===== config.mk =====
export PLATFORM = sky130hd
export DESIGN_NAME = swatch_itimer
export DESIGN_NICKNAME = d
export VERILOG_FILES = /design/src/rtl/swatch_itimer.sv
export SDC_FILE = /design/constraint.sdc
export NUM_CORES = 1
export LEC_CHECK = 0
export BUFFER_PORTS_ARGS = -buffer_cell sky130_fd_sc_hd__buf_2
export CORE_MARGIN = 4
export CORE_UTILIZATION = 45
export DETAILED_ROUTE_END_ITERATION = 7
export GPL_TIMING_DRIVEN = 0
export PLACE_DENSITY = 0.75
export SLEW_MARGIN = 20
export SYNTH_ARGS = -nofsm -noshare
export SYNTH_HDL_FRONTEND = slang
export SYNTH_SLANG_ARGS = --single-unit

===== constraint.sdc =====
create_clock -name clk -period 2.1 [get_ports clk]
set_clock_uncertainty 0.15 [all_clocks]
set_input_delay 0.105 -clock clk [delete_from_list [all_inputs] [get_ports clk]]
set_output_delay 0.105 -clock clk [all_outputs]
set_load 0.1 [all_outputs]

===== src/rtl/swatch_itimer.sv =====
module swatch_itimer #(
  parameter int TICK_DIV = 1536,
  parameter int SW_W     = 12,
  parameter int TMR_W    = 8,
  parameter int DW       = 16
) (
  input  logic          clk,
  input  logic          rst_n,
  input  logic          reg_we,
  input  logic [1:0]    reg_addr,
  input  logic [DW-1:0] reg_wdata,
  output logic [DW-1:0] reg_rdata,
  input  logic          irq_ack,
  output logic          irq_lvl3,
  output logic          lvl2_en
);
  localparam int PW = (TICK_DIV > 1) ? $clog2(TICK_DIV) : 1;

  logic [PW-1:0]    pcnt;
  logic [SW_W-1:0]  sw;
  logic [TMR_W-1:0] tset, cnt;
  logic [6:1]       mask;
  logic             ld, pend, tick, expire;

  wire wr_sw   = reg_we && reg_addr == 2'd0;
  wire wr_tmr  = reg_we && reg_addr == 2'd1;
  wire wr_mask = reg_we && reg_addr == 2'd2;

  assign tick   = (pcnt == PW'(TICK_DIV - 1));
  assign expire = tick && !ld && cnt == TMR_W'(1);

  always_ff @(posedge clk or negedge rst_n)
    if (!rst_n)    pcnt <= '0;
    else if (tick) pcnt <= '0;
    else           pcnt <= pcnt + 1'b1;

  always_ff @(posedge clk or negedge rst_n)
    if (!rst_n)      sw <= '0;
    else if (wr_sw)  sw <= reg_wdata[SW_W-1:0];
    else if (tick)   sw <= sw + 1'b1;

  always_ff @(posedge clk or negedge rst_n)
    if (!rst_n) begin
      tset <= '0;
      ld   <= 1'b0;
      cnt  <= '0;
    end else begin
      if (tick) begin
        if (ld || cnt == '0) cnt <= tset;
        else                 cnt <= cnt - 1'b1;
      end
      if (wr_tmr) begin
        tset <= reg_wdata[TMR_W-1:0];
        ld   <= 1'b1;
      end else if (tick) begin
        ld   <= 1'b0;
      end
    end

  always_ff @(posedge clk or negedge rst_n)
    if (!rst_n) pend <= 1'b0;
    else        pend <= expire | (pend & ~irq_ack);

  always_ff @(posedge clk or negedge rst_n)
    if (!rst_n)        mask <= '0;
    else if (wr_mask)  mask <= reg_wdata[6:1];

  always_comb begin
    reg_rdata = '0;
    case (reg_addr)
      2'd0:    reg_rdata[SW_W-1:0]  = sw;
      2'd1:    reg_rdata[TMR_W-1:0] = tset;
      2'd2:    reg_rdata[6:1]       = mask;
      default: reg_rdata = '0;
    endcase
  end

  assign irq_lvl3 = pend & mask[3];
  assign lvl2_en  = mask[2];

  AST_SW_STEP: assert property (@(posedge clk) disable iff (!rst_n)
    (tick && !wr_sw) |=> sw == $past(sw) + 1'b1);
  AST_SW_HOLD: assert property (@(posedge clk) disable iff (!rst_n)
    (!tick && !wr_sw) |=> $stable(sw));
  AST_SW_LOAD: assert property (@(posedge clk) disable iff (!rst_n)
    wr_sw |=> sw == $past(reg_wdata[SW_W-1:0]));
  AST_ZERO_QUIET: assert property (@(posedge clk) disable iff (!rst_n)
    (tset == '0 && !ld && cnt == '0 && !pend) |=> !pend);
  AST_PEND_HOLD: assert property (@(posedge clk) disable iff (!rst_n)
    (pend && !irq_ack) |=> pend);
  AST_ACK_CLEAR: assert property (@(posedge clk) disable iff (!rst_n)
    (irq_ack && !expire) |=> !pend);
  AST_LOAD_NEXT: assert property (@(posedge clk) disable iff (!rst_n)
    (tick && ld) |=> cnt == $past(tset));
endmodule


# Word level (Yosys, flattened, before mapping)
# Index checks and enable logic that the tools add are counted.
# W data, S select, Z words.
[totals]
word_cells = 39
output_inout_bits = 18
ff_bits = 47
[op_classes]
muxes = 10
n_addsub = 3
n_reduce_logical = 11
eq_ne = 4
bitwise = 4
[op_table]
columns = ["cell", "n"]
rows = [
  ["$mux W12", 2],
  ["$pmux W6 S3", 1],
  ["$add A12 B1 Y12 const B", 1],
  ["$add A11 B1 Y11 const B", 1],
  ["$eq A11 B11 Y1 const B", 1],
  ["$mux W11", 1],
  ["$eq A8 B1 Y1 const B", 1],
  ["$logic_not A8 Y1", 1],
  ["$mux W8", 1],
  ["$sub A8 B1 Y8 const B", 1],
  ["$logic_and A1 B1 Y1", 5],
  ["$mux W4", 1],
  ["$pmux W1 S2", 2],
  ["$reduce_bool A2 Y1", 2],
  ["$and A1 B1 Y1", 2],
  ["$eq A2 B1 Y1 const B", 1],
  ["$eq A2 B2 Y1 const B", 1],
  ["$logic_not A2 Y1", 1],
  ["$mux W1", 2],
  ["$logic_not A1 Y1", 1],
  ["$logic_or A1 B1 Y1", 1],
  ["$not A1 Y1", 1],
  ["$or A1 B1 Y1", 1],
]

# Depth between registers and ports, before layout
# Gate-level depths: netlist (run 1).
[depth]
ltp_word = 4
ltp_mapped = 6

# Least setup slack after synthesis (run 1)
# OpenSTA, ideal clock, no wires.
[synth_path]
path_type = "flip-flop to output port"
startpoint = "register sw[6]"
endpoint = "output reg_rdata[6]"
required_time_ps = 1845
arrival_time_ps = 2747
setup_slack_ps = -902
stages_incl_launch_ff = 4
path_cell_list = "dfrtp_1 -> clkbuf_1 -> mux2i_1 -> o21ai_0"
[synth_via]
elab_chain_len = 1
[synth_rtl]
columns = ["element", "line", "source"]
rows = [
  ["start, declared", "20", "logic [SW_W-1:0] sw;"],
  ["start signal, assigned", "39", "else if (wr_sw) sw <= reg_wdata[SW_W-1:0];"],
  ["start signal, assigned", "40", "else if (tick) sw <= sw + 1'b1;"],
  ["$pmux W6 S3", "70", "case (reg_addr)"],
  ["end, declared", "12", "output logic [DW-1:0] reg_rdata,"],
]
# Every way passes these cells.

# Worst setup path in the final report (run 1)
[layout_path]
startpoint = "register pcnt[0]"
endpoint = "register sw[10]"
[layout_via]
elab_chain_len = 2
[layout_rtl]
columns = ["element", "line", "source"]
rows = [
  ["start, declared", "19", "logic [PW-1:0] pcnt;"],
  ["start signal, assigned", "35", "else pcnt <= pcnt + 1'b1;"],
  ["$eq A11 B11 Y1", "29", "assign tick = (pcnt == PW'(TICK_DIV - 1));"],
  ["$reduce_bool A2 Y1 (no line)", "-", ""],
]
# Every way passes these cells.
# A chain may end at the register's enable or synchronous reset.

==> results of run 1 <==
-- power groups by stage --
stage / clock network (uW) / logic, uW / registers (uW)
floorplan: 0 / 470 / 1090
global placement: 0 / 593 / 1080
detailed placement: 0 / 606 / 1090
CTS: 586 / 628 / 1070
global route: 643 / 677 / 1090
finish: 579 / 636 / 1080
-- through the flow --
stage | hold WS [ps] | TNS [ps] | instance area (um2)
floorplan | -340.6 | -2026 | 2571
finish | 169.9 | 0 | 3247
global route | 212.1 | -33.09 | 3247
detailed placement | 168.1 | -6125 | 2816
CTS | 199.3 | 0 | 3147
global placement | 151.2 | -4042 | 2816
-- final timing paths --
check / startpoint / endpoint / slack [ps] / depth (start not counted)
max: pcnt[0] / sw[10] / 20 / 5
max in group asynchronous: rst_n / pcnt[5] / 1180 / 2
max reg2reg: pcnt[0] / sw[10] / 20 / 5
min: rst_n / cnt[5] / 170 / 2
min in group clk: reg_we / sw[0] / 200 / 4
min reg2reg: pcnt[8] / pcnt[8] / 340 / 1
-- routing by layer --
layer / GRT usage [%] / vias to the layer above / part of all wire (%)
li1: - / 1064 / -
met1: 24.16 / 1073 / 42
met2: 32.43 / 56 / 51
met3: 4.960 / 16 / 5.3
met4: 5.498 / 0 / 1.9
met5: 0 / - / 0
-- sequential cells by signal (all words and copies together) (netlist names) --
signal and cells:
cnt 8, tset 8, mask 6, ld 1, pcnt 11, pend 1, sw 12
-- repair_timing --
action / 4_1_cts / 5_1_grt
hold buffers: 14 / 0
buffers inserted: 6 / 6
gates resized for setup: 9 / 12
hold endpoints to repair: 74 / 0
pin swaps: 1 / 5
endpoints found under the setup margin: 23 / 13
gates cloned: 0 / 0
-- logic make-up (layout without fill, tap and decap cells) --
logic type      count (synthesis)  in the layout  share of synthesized area (%)
other cells                     1              4                         0.1476
compound gates                 51             51                          12.51
xor+xnor                       12             12                          4.138
buf+inv                        24             89                          4.482
fa+ha+maj                       4              4                          1.971
mux                            25             25                          10.59
simple gates                   96             96                          19.85
flops                          47             47                          46.31
-- cells in the final DEF (no fill, tap or decap), types with 3 or more instances in the layout --
cell type / Yosys / final
dfrtp_2: 0 / 3
nand4_1: 6 / 6
nor4_1: 7 / 5
and3_1: 3 / 3
buf_2: 1 / 30
nand3b_1: 3 / 3
ha_1: 4 / 3
a31oi_1: 7 / 5
and2_1: 4 / 4
nand3_1: 6 / 6
mux2i_1: 10 / 10
buf_4: 4 / 17
o21ai_2: 0 / 4
dlygate4sd3_1: 0 / 14
nor3_1: 8 / 7
nand2_1: 19 / 19
conb_1: 1 / 4
inv_1: 11 / 11
mux2_2: 15 / 15
clkbuf_8: 0 / 5
dfrtp_1: 47 / 44
a21oi_1: 10 / 9
clkbuf_1: 6 / 5
xnor2_1: 8 / 8
o21ai_0: 18 / 12
xor2_1: 4 / 4
nor2_1: 25 / 23
-- final cells by class --
class	instances	area, um2	share of cell area [%]
Multi-Input combinational cell	192	1379	42.47
Sequential cell	47	1180	36.34
Timing Repair Buffer	57	387.9	11.95
Tap cell	72	90.09	2.775
Buffer	13	76.32	2.351
Clock buffer	5	68.82	2.119
Inverter	11	41.29	1.272
Clock inverter	3	23.77	0.7322
-- worst max-delay path, stage by stage, from the launching register on --
cell and delay, ps:
dfrtp_1 400, ha_4 180, nand4_4 150, or4_4 570, or3_4 380, a31oi_2 170
-- Yosys cell counts (7+ instances only) --
library cell  number  area [um2]
a21oi_1           10       50.05
a31oi_1            7       43.79
dfrtp_1           47        1176
inv_1             11       41.29
mux2_2            15       168.9
mux2i_1           10       100.1
nand2_1           19       71.32
nor2_1            25       93.84
nor3_1             8       40.04
nor4_1             7       43.79
o21ai_0           18       90.09
xnor2_1            8       70.07
==> metrics.txt, run 1 <==
pre-CTS setup slack -470.5 ps; Antenna diodes 0; via/cell ratio 5.523; final hold vios 0; leak pwr 0.001448 uW; fin crit share 99.22%; num ports 40; CTS tree built; Tot GR Track Use 19.17%; Final GP Congestion 0.8666; Final min period 2084 ps; via count 2209; Syn Std Cell Area 0.002540 mm2; largest net degree at the start of global routing 48; Post-Syn Instances 260; I/O Buffers 31; Critical Path RT 2190 ps; switching power 875.2 uW; Synth Flop Type dfrtp_1; H-tree lvl count 2; number of clock sinks 47; Reg power frac 47.0%; PD cells 706.9 mW/mm2; 1st-pass router iterations 6; final slew viol count 0; clock root buffer clkbuf_8; Comb power frac 27.7%; Fill cells 460; Sw Share 38.13%; post-route insts no fill 400; Core ar. 0.005507 mm2; number of global-route vias before repair 2242; fraction of layout cells with a size suffix above 1 31.10%; Power, Total 2295 uW; Final WS setup 16.48 ps; RSZ-0062 raised after global routing true; # nets final 353; register bit count reported by yosys 47; effective utilization at floorplan 46.13%; Horiz. Die Dim 83.13 um; Worst Tran Pin Value 740.1 ps; Post-synth EDFFs 0; type of the worst min-delay path in2async; global-route wire length before repair 10850 um; f_max 480.0 MHz; setup violators final 0; clk_lat worst skew 320 ps; area of the die 0.006911 mm2; Final ANT Viol Nets 0; Core Util, Final 58.96%; drt first-iter violations 159; cell total after placement 366; asr flop ratio synth 100.0%; Distinct cells, synth 47; sequential-to-total area share from yosys stat 46.31%; Worst setup EP type flip-flop; Internal 1420 uW; hpwl dp 4358 um; clock share of power 25.2%; Worst EP arrival 2170 ps; routed wire length 6474 um; Max VDD drop 452.5 uV; Inserted Clock Buffers 5; crit-path max FO 6; # Max-Cap Violations 0; Area Growth Syn to Fin 27.83%; clock transition at the registers of the reported paths 100 ps; Die Y 83.13 um; Max transition margin 50.66%; YS warnings 0; Setup CP Type reg2reg; initial antenna violation count 0; status finished clean; CTS max path bufs 2; Avg Inst Size Synth 9.769 um2; drt drc 0; CP startpoint kind flip-flop; routed len/inst 16.19 um; grt ovf 0; Core Rows 27
No activity file was read; power rests on OpenSTA's default activity.
==> run 2: changes to the inputs <==
--- a/config.mk
+++ b/config.mk
@@ -11,6 +11,7 @@
 export DETAILED_ROUTE_END_ITERATION = 7
 export GPL_TIMING_DRIVEN = 0
 export PLACE_DENSITY = 0.75
+export RECOVER_POWER = 100
 export SLEW_MARGIN = 20
 export SYNTH_ARGS = -nofsm -noshare
 export SYNTH_HDL_FRONTEND = slang
==> run 2 against run 1 <==
Against the previous run: design area decreased by 0.15%; final cell count unchanged; flip-flop and latch count unchanged; utilization fell by 0.091 points; count of clock-buffer cells in the layout unchanged; via count hardly changed; maximum frequency shrank 0.13%; clock power hardly changed; first-iteration DRC count is 2.5% higher; critical path depth did not move; register-to-register slack is essentially flat; total power about the same.
==> metrics.txt, run 2 (synthesis results as in run 1) <==
status finished clean; clock root buffer clkbuf_8; routed wire length 6463 um (-0.17%); grt ovf 0 (unchanged); CTS max path bufs 2 (unchanged); initial antenna violation count 0 (unchanged); global-route wire length before repair 10850 um (unchanged); CP startpoint kind flip-flop; fraction of layout cells with a size suffix above 1 30.49% (-0.61 points); # Max-Cap Violations 0 (unchanged); num ports 40 (unchanged); pre-CTS setup slack -470.5 ps (unchanged); Reg power frac 47.1% (about the same); fin crit share 99.34% (+0.13 points); Final ANT Viol Nets 0 (unchanged); Setup CP Type reg2reg; number of global-route vias before repair 2242 (unchanged); drt drc 0 (unchanged); most frequent cells in the layout dfrtp_1 (44), buf_2 (28), nor2_1 (23); drt first-iter violations 163 (+2.5%); Comb power frac 27.7% (about the same); Power, Total 2295 uW (about the same); CTS tree built; PD cells 707.9 mW/mm2 (+0.14%); Area Growth Syn to Fin 27.64%; I/O Buffers 31 (unchanged); Inserted Clock Buffers 5 (unchanged); 1st-pass router iterations 4 (-2); type of the worst min-delay path in2reg; Tot GR Track Use 19.17% (unchanged); effective utilization at floorplan 46.13% (unchanged); final setup TNS 0 ps (unchanged); # nets final 353 (unchanged); Internal 1419 uW (about the same); f_max 479.3 MHz (-0.13%); clock transition at the registers of the reported paths 90 ps (about the same); crit-path max FO 6 (unchanged); routed len/inst 16.16 um (-0.17%); final hold slack 205.0 ps (+35.01 ps); clock share of power 25.2% (about the same); area of the die 0.006911 mm2 (unchanged); Final min period 2086 ps (+2.691 ps); CP Launch Point pcnt[1]; worst r2r src pcnt[1]; biggest registers after layout sw (12), pcnt (11); via count 2208 (-0.045%); Critical Path RT 2180 ps (about the same); Worst EP arrival 2170 ps (about the same); leak pwr 0.001442 uW (-0.43%); Sw Share 38.18% (+0.044 points); number of clock sinks 47 (unchanged); final slew viol count 0 (unchanged); max reg flops 12 (unchanged); H-tree lvl count 2 (unchanged); Die Y 83.13 um (unchanged); Final GP Congestion 0.8666 (unchanged); Horiz. Die Dim 83.13 um (unchanged); Core ar. 0.005507 mm2 (unchanged); clk_lat worst skew 320 ps (about the same); Max transition margin 22.27% (-28 points); origin of the worst min-delay path reg_we; Worst Tran Pin Value 1166 ps (+425.8 ps); hpwl dp 4358 um (unchanged); RSZ-0062 raised after global routing true; Final WS setup 13.79 ps (-2.691 ps); switching power 876.1 uW (+0.10%); Reg with most FFs sw; setup violators final 0 (unchanged); Worst setup EP type flip-flop; Core Rows 27 (unchanged); final hold vios 0 (unchanged); via/cell ratio 5.520 (about the same); Max VDD drop 448.7 uV (-0.83%); Core Util, Final 58.87% (-0.091 points); Antenna diodes 0 (unchanged); commonest non-fill, non-tap cell in the layout dfrtp_1; largest net degree at the start of global routing 48 (unchanged)
==> run 2: cell count changes in the layout (fill, tap and decap cells not counted) <==
cell | previous run | this run
clkbuf_1 | 5 | 7
clkbuf_2 | 1 | 2
buf_2 | 30 | 28
buf_4 | 17 | 16
==> run 2: path summary, 6_finish.rpt <==
kind                            endpoint  cells past startpoint  slack, ps
max in group asynchronous        pcnt[5]                      2        620
worst max register to register    sw[10]                      5         10
min in group asynchronous         cnt[5]                      2        390
worst max-delay path              sw[10]                      5         10
worst min register to register   pcnt[8]                      1        340
worst min-delay path               sw[0]                      4        200
==> run 2: timing repair <==
action	in CTS	in global routing
pin swaps	1	5
setup buffers	6	6
endpoints found under the setup margin	23	13
resized for setup	9	12
hold endpoints to repair	74	0
hold buffers	14	0
==> run 2: area by class of cell <==
class	instances	area, um2
fillers	463	2265
plain buffers	13	76.32
clock buffers	5	68.82
inverters	11	41.29
repair buffers	57	382.9
well taps	72	90.09
flip-flops and latches	47	1180
clock inverters	3	23.77
multi-input cells	192	1379
==> run 2: routing by layer <==
metal	vias to the layer above	global-route usage [%]	part of all wire, %
met2	43	32.43	51
met4	0	5.498	1.0
met5	-	0	0
met3	9	4.960	4.1
met1	1094	24.16	43
li1	1062	-	-
==> run 2: through the flow <==
stage,instance area [um2],std cells
after floorplan,2571,263
after global placement,2816,366
after detailed placement,2816,366
after CTS,3147,394
after global routing,3242,400
final,3242,400
==> run 2: power groups by stage <==
stage / logic [uW] / clock network (uW) / registers [uW]
floorplan: 470 / 0 / 1090
global placement: 593 / 0 / 1080
detailed placement: 606 / 0 / 1090
CTS: 628 / 586 / 1070
global route: 676 / 643 / 1090
finish: 635 / 579 / 1080
==> run 2: critical path: stages, from the launching register on <==
cell	delay, ps
dfrtp_1	400
ha_4	180
nand4_4	150
or4_4	570
or3_4	380
a31oi_2	170
